<file path="config.mk">
export PLATFORM = sky130hd
export DESIGN_NAME = spr_line_unit
export DESIGN_NICKNAME = d
export VERILOG_FILES = /design/src/rtl/spr_line_pkg.sv /design/src/rtl/spr_addr_gen.sv /design/src/rtl/spr_slot.sv /design/src/rtl/spr_prio_sel.sv /design/src/rtl/spr_line_unit.sv
export SDC_FILE = /design/constraint.sdc
export NUM_CORES = 1
export LEC_CHECK = 0
export BUFFER_PORTS_ARGS = -buffer_cell sky130_fd_sc_hd__buf_2
export CORE_MARGIN = 10
export CORE_UTILIZATION = 54
export DETAILED_ROUTE_END_ITERATION = 10
export PLACE_DENSITY = 0.74
export SETUP_SLACK_MARGIN = 0.5
export SYNTH_ARGS = -nofsm -noshare
export SYNTH_HDL_FRONTEND = slang
export SYNTH_HIERARCHICAL = 1
export SYNTH_SLANG_ARGS = --single-unit
</file>
<file path="constraint.sdc">
create_clock -name clk -period 2.2 [get_ports clk]
set_input_delay 0.11 -clock clk [delete_from_list [all_inputs] [get_ports clk]]
set_output_delay 0.11 -clock clk [all_outputs]
set_load 0.02 [all_outputs]
</file>
<file path="src/rtl/spr_line_pkg.sv">
package spr_line_pkg;

    localparam int SPR_PAT_W  = 8;
    localparam int SPR_X_W    = 8;
    localparam int SPR_ATTR_W = 5;
    localparam int SPR_ADDR_W = 14;
    localparam int SPR_LEFT_W = $clog2(SPR_PAT_W + 1);

    // attribute field positions
    localparam int ATTR_HFLIP = 3;
    localparam int ATTR_VFLIP = 4;

    typedef struct packed {
        logic [SPR_PAT_W-1:0]  lo;
        logic [SPR_PAT_W-1:0]  hi;
        logic [SPR_ATTR_W-1:0] attr;
        logic [SPR_X_W-1:0]    x;
        logic                  valid;
    } slot_load_t;

    typedef struct packed {
        logic [1:0]            color;
        logic [SPR_ATTR_W-1:0] attr;
    } spr_pix_t;

    function automatic logic [SPR_PAT_W-1:0] rev_bits(input logic [SPR_PAT_W-1:0] v);
        logic [SPR_PAT_W-1:0] r;
        for (int i = 0; i < SPR_PAT_W; i++) r[i] = v[SPR_PAT_W-1-i];
        return r;
    endfunction

endpackage

</file>
<file path="src/rtl/spr_addr_gen.sv">
module spr_addr_gen
    import spr_line_pkg::*;
(
    input  logic                  tall,
    input  logic                  tbl,
    input  logic [7:0]            tile,
    input  logic [3:0]            row,
    input  logic                  vflip,
    input  logic                  plane,
    output logic [SPR_ADDR_W-1:0] addr
);
    logic [3:0] eff_row;

    always_comb begin
        eff_row = row ^ {4{vflip}};
        if (tall)
            addr = {1'b0, tile[0], tile[7:1], eff_row[3], plane, eff_row[2:0]};
        else
            addr = {1'b0, tbl, tile, plane, eff_row[2:0]};
    end
endmodule

</file>
<file path="src/rtl/spr_slot.sv">
module spr_slot
    import spr_line_pkg::*;
(
    input  logic       clk,
    input  logic       rst,
    input  logic       load_fire,
    input  slot_load_t ld,
    input  logic       pix_en,
    output spr_pix_t   px
);
    logic [SPR_X_W-1:0]    cnt;
    logic [SPR_PAT_W-1:0]  sh_lo, sh_hi;
    logic [SPR_ATTR_W-1:0] attr_q;
    logic [SPR_LEFT_W-1:0] left;
    logic                  active;

    assign active = (cnt == '0) && (left != '0);

    always_ff @(posedge clk) begin
        if (rst) begin
            cnt    <= '0;
            sh_lo  <= '0;
            sh_hi  <= '0;
            attr_q <= '0;
            left   <= '0;
        end else if (load_fire) begin
            cnt    <= ld.x;
            attr_q <= ld.attr;
            left   <= SPR_LEFT_W'(SPR_PAT_W);
            if (!ld.valid) begin
                sh_lo <= '0;
                sh_hi <= '0;
            end else if (ld.attr[ATTR_HFLIP]) begin
                sh_lo <= rev_bits(ld.lo);
                sh_hi <= rev_bits(ld.hi);
            end else begin
                sh_lo <= ld.lo;
                sh_hi <= ld.hi;
            end
        end else if (pix_en) begin
            if (cnt != '0) begin
                cnt <= cnt - SPR_X_W'(1);
            end else if (left != '0) begin
                sh_lo <= {sh_lo[SPR_PAT_W-2:0], 1'b0};
                sh_hi <= {sh_hi[SPR_PAT_W-2:0], 1'b0};
                left  <= left - SPR_LEFT_W'(1);
            end
        end
    end

    always_comb begin
        px.attr  = attr_q;
        px.color = active ? {sh_hi[SPR_PAT_W-1], sh_lo[SPR_PAT_W-1]} : 2'b00;
    end


    left_bound_chk: assert property (@(posedge clk) disable iff (rst)
        left <= SPR_LEFT_W'(SPR_PAT_W));


    cnt_wait_chk: assert property (@(posedge clk) disable iff (rst)
        (pix_en && !load_fire && cnt != '0) |=> (left == $past(left)));


    hold_state_chk: assert property (@(posedge clk) disable iff (rst)
        (!pix_en && !load_fire) |=> ($stable(cnt) && $stable(left) && $stable(sh_lo) && $stable(sh_hi)));


    blank_load_chk: assert property (@(posedge clk) disable iff (rst)
        (load_fire && !ld.valid) |=> (px.color == 2'b00));
endmodule

</file>
<file path="src/rtl/spr_prio_sel.sv">
module spr_prio_sel
    import spr_line_pkg::*;
#(
    parameter int NUM_SLOTS = 8
) (
    input  logic     clk,
    input  logic     rst,
    input  spr_pix_t px [NUM_SLOTS],
    output spr_pix_t win
);
    always_comb begin
        win = '0;
        for (int i = NUM_SLOTS - 1; i >= 0; i--) begin
            if (px[i].color != 2'b00) win = px[i];
        end
    end


    first_slot_wins_chk: assert property (@(posedge clk) disable iff (rst)
        (px[0].color != 2'b00) |-> (win == px[0]));
endmodule

</file>
<file path="src/rtl/spr_line_unit.sv">
module spr_line_unit
    import spr_line_pkg::*;
#(
    parameter  int NUM_SLOTS = 8,
    localparam int SLOT_W    = $clog2(NUM_SLOTS)
) (
    input  logic                  clk,
    input  logic                  rst,
    input  logic                  ctl_tall,
    input  logic                  ctl_tbl,
    input  logic [7:0]            fa_tile,
    input  logic [3:0]            fa_row,
    input  logic                  fa_vflip,
    input  logic                  fa_plane,
    output logic [SPR_ADDR_W-1:0] pat_addr,
    input  logic                  ld_en,
    input  logic [SLOT_W-1:0]     ld_slot,
    input  logic [SPR_PAT_W-1:0]  ld_lo,
    input  logic [SPR_PAT_W-1:0]  ld_hi,
    input  logic [SPR_ATTR_W-1:0] ld_attr,
    input  logic [SPR_X_W-1:0]    ld_x,
    input  logic                  ld_valid,
    input  logic                  ld_zero,
    input  logic                  pix_en,
    output logic [1:0]            spr_color,
    output logic [SPR_ATTR_W-1:0] spr_attr,
    output logic                  spr_zero
);
    slot_load_t ld_bus;
    spr_pix_t   slot_px [NUM_SLOTS];
    spr_pix_t   win;
    logic       zero_mark;

    assign ld_bus = '{lo: ld_lo, hi: ld_hi, attr: ld_attr, x: ld_x, valid: ld_valid};

    spr_addr_gen u_addr (
        .tall (ctl_tall),
        .tbl  (ctl_tbl),
        .tile (fa_tile),
        .row  (fa_row),
        .vflip(fa_vflip),
        .plane(fa_plane),
        .addr (pat_addr)
    );

    for (genvar i = 0; i < NUM_SLOTS; i++) begin : g_slot
        spr_slot u_slot (
            .clk      (clk),
            .rst      (rst),
            .load_fire(ld_en && (ld_slot == SLOT_W'(i))),
            .ld       (ld_bus),
            .pix_en   (pix_en),
            .px       (slot_px[i])
        );
    end

    spr_prio_sel #(.NUM_SLOTS(NUM_SLOTS)) u_prio (
        .clk(clk),
        .rst(rst),
        .px (slot_px),
        .win(win)
    );

    always_ff @(posedge clk) begin
        if (rst)
            zero_mark <= 1'b0;
        else if (ld_en && ld_slot == '0)
            zero_mark <= ld_zero;
    end

    assign spr_color = win.color;
    assign spr_attr  = win.attr;
    assign spr_zero  = zero_mark && (slot_px[0].color != 2'b00);


    zero_opaque_chk: assert property (@(posedge clk) disable iff (rst)
        spr_zero |-> (spr_color != 2'b00));
endmodule

</file>
* After elaboration in Yosys (flattened, before gate mapping)
Index checks and enable logic that the tools add are counted.
** Cells by class
- $add $sub $neg :: 16
- Muxes and demuxes :: 141
- Bitwise gates (word level) :: 9
- Reduce and logical (&&, ||, !) cells :: 106
- Eq/ne operators :: 15
** Operators with widths (number)
- $mux 8 :: 92
- $mux 4 :: 32
- $logic_not 8->1 :: 8
- $reduce_bool 2->1 :: 32
- $reduce_bool 8->1 :: 8
- $sub 8x1->8 const B :: 8
- $mux 7 :: 8
- $reduce_and 3->1 :: 16
- $reduce_bool 4->1 :: 8
- $sub 4x1->4 const B :: 8
- $logic_and 1x1->1 :: 17
- $mux 2 :: 8
- $ne 2x1->1 const B :: 8
- $reduce_and 2->1 :: 8
- $reduce_or 2->1 :: 8
- $mux 13 :: 1
- $eq 3x3->1 const B :: 4
- $not 1->1 :: 8
- $eq 3x2->1 const B :: 2
- $xor 4x4->4 :: 1
- $eq 3x1->1 const B :: 1
- $logic_not 3->1 :: 1
** Word-level totals
- Input bits :: 54
- Word-level logic and storage cells :: 336
- Register bits :: 265

* Depth between registers and ports, before layout
- Word-level depth :: 12
- Depth in mapped cells :: 10
- Gate-level depth less buffers :: 9

* Modules after synthesis
The synthesis kept the hierarchy.
** By module, submodules not included
- spr_slot at g_slot[0].u_slot ... :: area each 1881.8 sq um, seq. area each 660.6 sq um, instances 4, cells each 206
- spr_slot at g_slot[5].u_slot ... :: area each 1851.8 sq um, seq. area each 660.6 sq um, instances 3, cells each 194
- spr_slot at g_slot[4].u_slot :: area each 1815.5 sq um, seq. area each 660.6 sq um, instances 1, cells each 212
- spr_prio_sel :: area each 530.5 sq um, seq. area each 0.0 sq um, instances 1, cells each 86
- spr_line_unit :: area each 128.9 sq um, seq. area each 20.0 sq um, instances 1, cells each 18
- spr_addr_gen :: area each 126.4 sq um, seq. area each 0.0 sq um, instances 1, cells each 17

* Worst setup path after synthesis
No wires, ideal clock.
- Path kind :: register to output
- Start point :: register g_slot[4].u_slot.cnt[0]
- End point :: output spr_color[0]
- Cell stages (with the launch flop) :: 10
- Setup slack :: -0.457 ns
- Data arrival time :: 2.547 ns
- Buffers on the path :: 1
- Required time :: 2.090 ns
- Path through :: dfxtp_1 inv_1 ha_1 or3b_2 clkbuf_1 nor3_1 and2_1 nor3_1 o311a_1 o41ai_1
** RTL lines
- from (decl) :: RTL line spr_slot.sv:11 : logic [SPR_X_W-1:0] cnt;
- from (signal assigned) :: RTL line spr_slot.sv:27 : cnt <= ld.x;
- from (signal assigned) :: RTL line spr_slot.sv:42 : cnt <= cnt - SPR_X_W'(1);
- to (decl) :: RTL line spr_line_unit.sv:25 : output logic [1:0] spr_color,

==> results.txt <==
The number of nets in the finished design is about 2,100. The number of optimization iterations in the first detailed-route pass is 5. The number of global-route vias before repair came out at ~15,000. The post-route cell area is 21,900 um^2. The number of nets in the synthesized netlist is roughly 1,800.

The share of synthesized area in the top cell type comes to about a third. The largest stage delay on the critical path is between 300 and 400 ps. The ratio of total power to cell area came out at 1070 nW/um^2. Of the synthesized area, sequential elements account for 33.8%.

From bottom edge to top edge, the die measures between 150 and 200 um. The average routed wire per standard cell is ~23 um. Setup repair after global routing could not meet its margin everywhere. The largest vdd supply drop came out at 831 uV. By area the synthesized netlist is led by sky130_fd_sc_hd__dfxtp_1 (34%), sky130_fd_sc_hd__mux2i_1 (9.1%), sky130_fd_sc_hd__a211oi_2 (7.1%). The biggest area contributor in the post-synthesis netlist is sky130_fd_sc_hd__dfxtp_1. The total routing usage reported by global routing came out at roughly a quarter.

The worst setup path is captured at an output port. The count of max-cap constraint violations is 0. The tightest hold margin is between 50 and 60 ps. In this run, CTS created clock tree buffers numbering 30. The most numerous cell in the Yosys netlist is sky130_fd_sc_hd__dfxtp_1. The least setup slack across all paths after layout is -929 ps. Among all flip-flop cells after synthesis, the most frequent one is sky130_fd_sc_hd__dfxtp_1. The clock arrives with approximately 14 ps of skew.

Entering global routing, the biggest net connects 111 pins. By count the netlist is led by sky130_fd_sc_hd__dfxtp_1 (265), sky130_fd_sc_hd__nor2_1 (239), sky130_fd_sc_hd__mux2i_1 (143). At the end of routability-driven placement, the weighted congestion stood at between 0.9 and 1. The worst register-to-register path has a depth of 19. The clock root buffer is sky130_fd_sc_hd__clkbuf_16. The number of top-level pins is 76. Measured along the x axis, the die boundary spans 190 um. The worst hold path belongs to the class input pin to register.

The number of flops mapped to enable cells by yosys is 0. Data arrives at the worst endpoint at roughly 3000 ps. The repair_antennas step left the layout with diodes totalling 0. The total wire length after detailed routing came out at about 55 mm. The count of final hold-check violations is 0. The startpoint of the worst register-to-register path is g_slot[0].u_slot/cnt[0]$_SDFFE_PP0P_. In this run the most critical hold path is launched from ld_x[0]. The final count of pins violating max slew came out at 0. The synthesis-to-layout area growth came out at 39.6%. The worst reg-to-reg setup slack is -440 ps. The post-route netlist has between 40 and 50% of its cells at a drive strength greater than 1. The critical-path cell with the highest stage delay is sky130_fd_sc_hd__or3b_4. The final reports fail on negative setup slack. Following the worst setup path forward leads to its endpoint at spr_attr[0].

The initial antenna violation count came out at 0. The maximum buffer depth of the clock tree is 3. The clock transition at the registers of the reported paths came out at ~60 ps. Traced cell by cell, the critical path runs through inv_2 > ha_4 > or3b_4 > and3_4 > and2_4 > nor4_4 > nand3_2 > a311o_2 > o211ai_1 > buf_4. The remaining global-route overflow came out at 0. The number of placement rows is between 60 and 70. The static leakage power is between 0.008 and 0.009 uW.

In the final layout, flip-flops and latches occupy 5350 um^2. The summed instance area of the synthesized netlist came out at 15,700 um^2. Counting flops and latches in the post-synthesis netlist gives between 200 and 300. Headroom to the max-slew limit came out at 43.8%.

The number of placed instances, taps included came out at 2,244. Derived from the worst setup path, the maximum achievable clock frequency is about 320 MHz. The fill cell instance count of the final layout came out at 1,687. The async set or reset register ratio after synthesis came out at 0%. STA puts the critical path data required time at between 2000 and 2500 ps. The first global-routing pass estimated 78.3 mm of wire. The number of setup violations in the final report is 13. The number of instances in the synthesized netlist came out at approximately 1,700. The slew at the pin closest to its max-slew limit is around 840 ps.

The flow ran to the end, but the final reports show violations. The number of sinks driven by the clock tree came out at between 200 and 300. In this run, distinct cell masters in the synthesized netlist total 78. The number of remaining DRC errors came out at 0.

The standard cell core area came out at 28,700 um^2. In this run the worst setup path begins at g_slot[0].u_slot/left[1]$_SDFFE_PP0P_. The area occupied by multi-input gates came out at 10,700 um^2. The count of non-filler cells in the finished layout came out at approximately 2,400. The post-route antenna net violation count is 0. The count of warnings emitted by yosys is 6. After synthesis, the mean cell area works out to between 9 and 10 um^2. The final standard cell utilization of the core came out at 76.3%. The endpoint identified for the worst register-to-register timing path is g_slot[0].u_slot/cnt[6]$_SDFFE_PP0P_. The total half-perimeter wirelength after legalization and detailed placement is approximately 30 mm.

Port buffering added 58 buffers. The count of routing violations after the opening detailed-route iteration came out at between 1,000 and 1,500. The via count is 15,600. The setup slack after placement came out at -320 ps. TritonCTS built the clock tree.

In the routed layout, each cell is associated on average with a via count of roughly 6.4. For the finished layout, the period the worst path requires is between 3000 and 4000 ps. The floorplan step defined a die boundary enclosing about 36,000 um^2. The maximum level of the CTS H-tree came out at 1. Once the floorplan was initialized, standard cells occupied between 50% and 60% of the core. STA classifies the critical path startpoint as a register. The worst-path maximum fanout came out at 3. The worst-skew pair later-pin latency came out at roughly 570 ps. The critical path in this run is classified as register to output port. The cell area after placement is 17,800 um^2. The share of the clock period used by the worst path came out at 142%.
==> per-stage QoR <==
step | power (uW) | TNS [ps]
6_report | 23400 | -7690
3_3_place_gp | 14200 | -1620
4_1_cts | 21100 | -7380
3_5_place_dp | 14500 | -1910
5_1_grt | 24400 | -8660
2_1_floorplan | 11700 | -705
==> flip-flops by register name, indices dropped and copies added, names as in the netlist <==
| register | flops |
|---|---|
| g_slot.u_slot/sh_hi | 64 |
| g_slot.u_slot/cnt | 64 |
| g_slot.u_slot/attr_q | 40 |
| zero_mark | 1 |
| g_slot.u_slot/sh_lo | 64 |
| g_slot.u_slot/left | 32 |
==> where the power goes <==
part           leakage [uW]  switching [uW]  total (uW)  internal, uW
Clock              0.000510            2090        5200          3110
Combinational       0.00574            5790       11900          6110
Sequential          0.00217             698        6350          5650
Total               0.00842            8580       23400         14900
==> timing repair <==
item	in CTS	in global routing
hold buffers	10	0
pin swaps	95	135
endpoints found under the setup margin	153	189
cloned	15	6
hold endpoints to repair	57	0
resized for setup	175	222
buffers inserted	59	48
==> worst max-delay path: cells and delay by family, from the launching register on <==
family | cells | cell delay (ps)
buf+inv | 2 | 260
flops | 1 | 330
simple gates | 5 | 1250
fa+ha+maj | 1 | 130
compound gates | 2 | 480
==> cells by family (layout without fill, tap and decap cells) <==
kind of cell | Yosys count | after routing | synth area share, %
AOI/OAI and AO/OA | 434 | 434 | 23.4
xor gates and xnor gates | 38 | 38 | 2.12
adders and majority gates | 24 | 24 | 1.91
buffers and inverters | 254 | 568 | 7.28
DFF | 265 | 265 | 33.8
muxes | 192 | 192 | 12.6
other | 1 | 1 | 0.0239
and+or+nand+nor | 531 | 531 | 18.8
==> cell usage in the layout, fill, tap and decap left out, types with 11 or more instances in the layout <==
cell / count
sky130_fd_sc_hd__nand3_1: 15
sky130_fd_sc_hd__inv_2: 28
sky130_fd_sc_hd__buf_12: 20
sky130_fd_sc_hd__inv_1: 90
sky130_fd_sc_hd__ha_4: 15
sky130_fd_sc_hd__buf_16: 14
sky130_fd_sc_hd__nor2_4: 54
sky130_fd_sc_hd__nand2_1: 39
sky130_fd_sc_hd__nor3_1: 31
sky130_fd_sc_hd__mux2i_1: 143
sky130_fd_sc_hd__a21oi_1: 47
sky130_fd_sc_hd__nor2_1: 172
sky130_fd_sc_hd__a221oi_1: 13
sky130_fd_sc_hd__a31oi_1: 11
sky130_fd_sc_hd__clkbuf_8: 11
sky130_fd_sc_hd__xor2_1: 17
sky130_fd_sc_hd__dfxtp_2: 32
sky130_fd_sc_hd__clkbuf_16: 35
sky130_fd_sc_hd__nand4_1: 15
sky130_fd_sc_hd__dfxtp_1: 232
sky130_fd_sc_hd__xnor2_1: 19
sky130_fd_sc_hd__buf_6: 81
sky130_fd_sc_hd__mux2_2: 49
sky130_fd_sc_hd__o21ai_0: 13
sky130_fd_sc_hd__nor2_2: 41
sky130_fd_sc_hd__a211oi_1: 26
sky130_fd_sc_hd__buf_2: 48
sky130_fd_sc_hd__a22oi_1: 42
sky130_fd_sc_hd__buf_4: 207
sky130_fd_sc_hd__nor3_2: 14
sky130_fd_sc_hd__and2_4: 11
sky130_fd_sc_hd__o22ai_1: 62
sky130_fd_sc_hd__or3_1: 20
sky130_fd_sc_hd__a211oi_2: 119
==> worst min path at each step <==
stage	end	cells after the start	slack (ps)
after detailed placement	pat_addr[6]	0	220
after CTS	g_slot[1].u_slot/cnt[4]$_SDFFE_PP0P_	3	2
after global placement	pat_addr[6]	0	220
after floorplan	g_slot[3].u_slot/cnt[1]$_SDFFE_PP0P_	2	250
final	g_slot[5].u_slot/cnt[0]$_SDFFE_PP0P_	3	50
after global routing	g_slot[7].u_slot/cnt[0]$_SDFFE_PP0P_	3	30
==> layout make-up <==
cell class	count	share of cell area, %
Multi-Input combinational cell	1220	49.0
Inverter	121	2.11
Tap cell	384	2.19
Clock buffer	46	4.21
Sequential cell	265	24.4
Clock inverter	9	0.514
Timing Repair Buffer	392	17.5
==> layer usage <==
layer	wire, um	track usage [%]	share of wire (%)
met5	0	0	0
met4	2810	11.2	5.1
met2	27300	44.5	49
met3	3960	3.51	7.2
met1	21300	32.3	39
Note: power is estimated with default switching activity, not from simulation.
